### config.mk
export PLATFORM = sky130hd
export DESIGN_NAME = tla_serial_adder
export DESIGN_NICKNAME = d
export VERILOG_FILES = /design/src/rtl/tla_pkg.sv /design/src/rtl/tla_gate.sv /design/src/rtl/tla_stage.sv /design/src/rtl/tla_serial_adder.sv
export SDC_FILE = /design/constraint.sdc
export NUM_CORES = 1
export LEC_CHECK = 0
export BUFFER_PORTS_ARGS = -buffer_cell sky130_fd_sc_hd__buf_2
export CELL_PAD_IN_SITES_DETAIL_PLACEMENT = 1
export CELL_PAD_IN_SITES_GLOBAL_PLACEMENT = 1
export CORE_AREA = 2 2 117 130
export CTS_CLUSTER_DIAMETER = 200
export CTS_CLUSTER_SIZE = 10
export DETAILED_ROUTE_END_ITERATION = 7
export DIE_AREA = 0 0 119 132
export PLACE_DENSITY_LB_ADDON = 0.05
export SYNTH_ARGS = -nofsm -noshare
export SYNTH_HDL_FRONTEND = slang
export SYNTH_HIERARCHICAL = 1
export SYNTH_SLANG_ARGS = --single-unit
### constraint.sdc
create_clock -name clk -period 18 [get_ports clk]
set_input_delay 1.8 -clock clk [delete_from_list [all_inputs] [get_ports clk]]
set_output_delay 1.8 -clock clk [all_outputs]
set_load 0.01 [all_outputs]
### src/rtl/tla_pkg.sv
package tla_pkg;
   // width of the final, possibly narrow, block
   function automatic int tail_width(input int n, input int beta);
      return n - ((n - 1) / beta) * beta;
   endfunction
   // number of blocks in one operand
   function automatic int block_count(input int n, input int beta);
      return (n + beta - 1) / beta;
   endfunction
endpackage

### src/rtl/tla_gate.sv
// One threshold gate of the counting cascade: operand bits carry their binary
// weight, already decided higher sum bits carry a negative weight, and the gate
// fires when the total reaches the weight of its own position.
module tla_gate #(
   parameter int BETA = 4,
   parameter int POS  = 4
) (
   input  logic [BETA-1:0] a,
   input  logic [BETA-1:0] b,
   input  logic            cin,
   input  logic [BETA:0]   hi,
   output logic            y
);
   localparam int THRESH = 1 << POS;

   always_comb begin
      int acc;
      acc = cin ? 1 : 0;
      for (int i = 0; i < BETA; i++) begin
         if (a[i]) acc = acc + (1 << i);
         if (b[i]) acc = acc + (1 << i);
      end
      for (int j = 0; j <= BETA; j++) begin
         if (j > POS && hi[j]) acc = acc - (1 << j);
      end
      y = (acc >= THRESH);
   end
endmodule

### src/rtl/tla_stage.sv
// Pipeline register behind one gate level: the operands travel along, and the
// freshly decided sum bit is inserted at its position.
module tla_stage #(
   parameter int BETA = 4,
   parameter int POS  = 4
) (
   input  logic            clk,
   input  logic            rst_n,
   input  logic            d_v,
   input  logic            d_last,
   input  logic [BETA-1:0] d_a,
   input  logic [BETA-1:0] d_b,
   input  logic            d_cin,
   input  logic [BETA:0]   d_bits,
   input  logic            d_y,
   output logic            q_v,
   output logic            q_last,
   output logic [BETA-1:0] q_a,
   output logic [BETA-1:0] q_b,
   output logic            q_cin,
   output logic [BETA:0]   q_bits
);
   logic [BETA:0] bits_next;

   always_comb begin
      bits_next      = d_bits;
      bits_next[POS] = d_y;
   end

   always_ff @(posedge clk or negedge rst_n) begin
      if (!rst_n) begin
         q_v    <= 1'b0;
         q_last <= 1'b0;
         q_a    <= '0;
         q_b    <= '0;
         q_cin  <= 1'b0;
         q_bits <= '0;
      end else begin
         q_v    <= d_v;
         q_last <= d_last;
         q_a    <= d_a;
         q_b    <= d_b;
         q_cin  <= d_cin;
         q_bits <= bits_next;
      end
   end

   // a decided bit never exceeds what the operands allow: bit set means value >= its weight
   assert_bit_reached_R3: assert property (@(posedge clk) disable iff (!rst_n)
      q_bits[POS] |-> ({1'b0, q_a} + {1'b0, q_b} + {{BETA{1'b0}}, q_cin}) >= (BETA+1)'(1 << POS));
endmodule

### src/rtl/tla_serial_adder.sv
module tla_serial_adder #(
   parameter int N    = 14,
   parameter int BETA = 4
) (
   input  logic            clk,
   input  logic            rst_n,
   input  logic            in_valid,
   input  logic            in_start,
   input  logic            in_last,
   input  logic [BETA-1:0] in_a,
   input  logic [BETA-1:0] in_b,
   output logic            out_valid,
   output logic            out_last,
   output logic [BETA-1:0] out_sum,
   output logic            out_cout
);
   import tla_pkg::*;

   localparam int LAST_W = tail_width(N, BETA);
   localparam int LEVELS = BETA + 1;
   localparam logic [BETA-1:0] LAST_MASK = BETA'((1 << LAST_W) - 1);

   initial begin
      assert (BETA >= 1 && BETA <= 16) else $error("BETA out of range");
      assert (N >= BETA) else $error("N must be at least BETA");
   end

   // stage arrays: index 0 is the input register, index LEVELS the output register
   logic            st_v    [0:LEVELS];
   logic            st_last [0:LEVELS];
   logic [BETA-1:0] st_a    [0:LEVELS];
   logic [BETA-1:0] st_b    [0:LEVELS];
   logic            st_cin  [0:LEVELS];
   logic [BETA:0]   st_bits [0:LEVELS];
   logic            lvl_y   [0:BETA];

   logic carry_now, carry_hold, cin_sel;

   assign carry_now = lvl_y[0];
   assign cin_sel   = in_start ? 1'b0 : (st_v[0] ? carry_now : carry_hold);

   // input register with carry feedback
   always_ff @(posedge clk or negedge rst_n) begin
      if (!rst_n) begin
         st_v[0]    <= 1'b0;
         st_last[0] <= 1'b0;
         st_a[0]    <= '0;
         st_b[0]    <= '0;
         st_cin[0]  <= 1'b0;
         carry_hold <= 1'b0;
      end else begin
         st_v[0] <= in_valid;
         if (in_valid) begin
            st_last[0] <= in_last;
            st_a[0]    <= in_last ? (in_a & LAST_MASK) : in_a;
            st_b[0]    <= in_last ? (in_b & LAST_MASK) : in_b;
            st_cin[0]  <= cin_sel;
         end
         if (st_v[0]) carry_hold <= carry_now;
      end
   end
   assign st_bits[0] = '0;

   // gate cascade, most significant bit first, a register behind every gate
   for (genvar k = 0; k < LEVELS; k++) begin : g_level
      tla_gate #(.BETA(BETA), .POS(BETA - k)) u_gate (
         .a   (st_a[k]),
         .b   (st_b[k]),
         .cin (st_cin[k]),
         .hi  (st_bits[k]),
         .y   (lvl_y[k])
      );
      tla_stage #(.BETA(BETA), .POS(BETA - k)) u_stage (
         .clk    (clk),
         .rst_n  (rst_n),
         .d_v    (st_v[k]),
         .d_last (st_last[k]),
         .d_a    (st_a[k]),
         .d_b    (st_b[k]),
         .d_cin  (st_cin[k]),
         .d_bits (st_bits[k]),
         .d_y    (lvl_y[k]),
         .q_v    (st_v[k+1]),
         .q_last (st_last[k+1]),
         .q_a    (st_a[k+1]),
         .q_b    (st_b[k+1]),
         .q_cin  (st_cin[k+1]),
         .q_bits (st_bits[k+1])
      );
   end

   assign out_valid = st_v[LEVELS];
   assign out_last  = st_v[LEVELS] & st_last[LEVELS];
   assign out_sum   = st_last[LEVELS] ? (st_bits[LEVELS][BETA-1:0] & LAST_MASK)
                                      : st_bits[LEVELS][BETA-1:0];
   assign out_cout  = st_v[LEVELS] & st_last[LEVELS] & st_bits[LEVELS][LAST_W];

   // cascade result equals the arithmetic sum of its block
   assert_block_sum_R3: assert property (@(posedge clk) disable iff (!rst_n)
      st_v[LEVELS] |-> st_bits[LEVELS] ==
         ({1'b0, st_a[LEVELS]} + {1'b0, st_b[LEVELS]} + {{BETA{1'b0}}, st_cin[LEVELS]}));

   // back-to-back handover of the carry decided by the top gate
   assert_carry_chain_R2: assert property (@(posedge clk) disable iff (!rst_n)
      (st_v[0] && in_valid && !in_start) |=> st_cin[0] == $past(carry_now));

   // start clears the carry-in
   assert_start_clear_R4: assert property (@(posedge clk) disable iff (!rst_n)
      (in_valid && in_start) |=> !st_cin[0]);

   // final carry only with a final block
   assert_cout_gated_R7: assert property (@(posedge clk) disable iff (!rst_n)
      !(out_valid && out_last) |-> !out_cout);
endmodule

==> summary.txt <==
Pwr
  – Clk pwr share: a little under a fifth
  – Internal power: ~0.53 mW
  – Sw frac: a little over two fifths
  – Max IR drop VDD: around 0.06 mV
  – Leakage Power: between 3 and 4 nW
  – Comb power frac: between 50% and 60%
  – Cell Pwr Density: ~120 nW/um2
  – Sequential power share: ~24%
  – Psw: 0.4171 mW

Setup path
  – Delay-heaviest family, CP: adder cells
  – Reg2Reg Setup Slack: ~10000 ps
  – Worst path depth: 33
  – Reg2reg start: g_level[3].u_stage/q_a[0]
  – CP Capture Type: register
  – Slowest-stage cell, CP: a32oi_1
  – Reg2reg path depth: 33
  – CP Launch Type: register
  – CP Class: register to register
  – Reg2reg end: g_level[4].u_stage/q_bits[0]
  – CP max FO: 5
  – WP buf/inv: 3
  – Worst path arrival time: a little under 8000 ps
  – Most frequent CP cell: ha_1
  – Crit-path max cell delay: 490 ps
  – CP Data Required Time: 18220 ps

Worst hold path
  – Hold path depth: 0
  – Worst Hold End: g_level[4].u_stage/q_v
  – HP Start: g_level[3].u_stage/q_v
  – HP Class: register to register

Floorplanning
  – Core box area: ~14000 um2
  – I/O pin total: 20
  – Die width: approximately 120 um
  – Rows: 46
  – Die ar.: 15710 um2
  – Die Y: ~130 um
  – Starting Density: around half

Global routing
  – Initial antenna violation count: 0
  – Largest net degree at the start of global routing: 73
  – Vias in the first global route: between 6000 and 7000
  – Global route overflow: 0
  – Total Routing Usage GR: a little under a quarter
  – Global-route wire length before repair: slightly below 30 mm

STA
  – Final hold viol count: 0
  – Final setup vio count: 0
  – Pins over their slew limit: 0
  – Tcrit/Tclk final: roughly two fifths
  – Fmax: approximately 130 MHz
  – Crit path time final: roughly 7500 ps
  – Skew final: a little under 8 ps
  – Max-slew headroom: 39.18%
  – RSZ-0062 raised after global routing: no
  – Worst-margin pin slew: between 900 and 1000 ps
  – Setup TNS: 0 ps

Detailed routing
  – Post-DR vias/cell: ~5.8
  – Via count: 5733
  – WL per Instance: about 18 um
  – Drt total wl: between 15 and 20 mm
  – Iteration-0 DRC Markers: about 220
  – Pre-Repair DR Iteration Count: 4
  – DRC: 0
  – Antenna Nets Post-Route: 0

Run
  – Total of max-cap violations: 0

Placed design
  – Gpl congestion: 0.8192
  – IO Port Bufs: 19
  – Post-DP HPWL: roughly 14 mm

CTS
  – CTS tree: built
  – Sink Count: approximately 70
  – Clock Path Buffers: 2
  – Hold buffers post-CTS: 0
  – Htree depth: 3
  – # Post-CTS Setup Buffers: 0
  – Clk slew on worst S/H paths: about 60 ps
  – Clock Latency Late Sink: around 340 ps
  – CTS Buf Count: 9
  – Gates resized, CTS repair: 0
  – Root buffer cell: clkbuf_16

Yosys
  – Synthesized area: around 7300 um2
  – Post-Synthesis Cells: 777
  – Syn Area/Cell: a little over 9 um2
  – Post-Syn Nets: 847
  – YS warnings: 6

Layout
  – Share of cells above drive strength 1: around 17%
  – Antenna Cells: 0
  – Most frequent cells in the layout: 78 x nand2_1, 72 x dfrtp_1, 52 x ha_1
  – Commonest non-fill, non-tap cell in the layout: nand2_1
  – Nets: around 860
  – Util after Layout: between 50 and 60%
  – Layout area overhead: 6.744%

Outcome
  – Status: finished, final reports clean
worst max-delay path by stage:
stage	start	endpoint	slack, ps
detailed placement	g_level[3].u_stage/q_a[0]	g_level[4].u_stage/q_bits[0]	10570
global placement	g_level[3].u_stage/q_a[0]	g_level[4].u_stage/q_bits[0]	10970
floorplan	g_level[3].u_stage/q_a[0]	g_level[4].u_stage/q_bits[0]	11350
CTS	g_level[3].u_stage/q_a[0]	g_level[4].u_stage/q_bits[0]	10510
global route	g_level[3].u_stage/q_a[0]	g_level[4].u_stage/q_bits[0]	9840
finish	g_level[3].u_stage/q_a[0]	g_level[4].u_stage/q_bits[0]	10500
per-stage QoR:
step	hold WS, ps	std cells	total power, mW	setup WS (ps)	area [um2]
detailed placement	337.2	966	0.7704	10570	7446
global route	356.9	982	1.030	9843	7744
finish	347.2	982	0.9505	10500	7744
floorplan	331.2	777	0.6546	11350	7254
global placement	334.5	966	0.7388	10970	7446
CTS	351.7	982	0.9565	10510	7744
registers in the layout, summed over array words and instances (netlist names):
| signal | flops |
|---|---|
| g_level.u_stage/q_v | 5 |
| g_level.u_stage/q_a | 16 |
| carry_hold | 1 |
| g_level.u_stage/q_b | 16 |
| st_v | 1 |
| g_level.u_stage/q_bits | 14 |
| st_b | 4 |
| g_level.u_stage/q_last | 5 |
| st_cin | 1 |
| st_last | 1 |
| g_level.u_stage/q_cin | 4 |
| st_a | 4 |
area by class of cell:
class	instances	area, um2
tap	192	240.2
multi-input combinational	633	5119
clock inverter	6	68.82
inverter	50	187.7
timing repair buffer	19	97.59
sequential	72	1802
fill	1638	6588
clock buffer	10	229.0
power groups by stage:
| stage | combinational [mW] | sequential, mW | clock, mW |
|---|---|---|---|
| floorplan | 0.445 | 0.209 | 0 |
| detailed placement | 0.537 | 0.233 | 0 |
| finish | 0.541 | 0.230 | 0.180 |
| global route | 0.604 | 0.236 | 0.190 |
| CTS | 0.542 | 0.230 | 0.184 |
| global placement | 0.508 | 0.231 | 0 |
metal layers:
layer  track usage [%]  share of wire (%)
met3             2.725                1.6
met4             7.540                1.8
met5                 0                  0
met2             43.61                 54
met1             26.16                 43
Power figures use the tool's default switching activity.
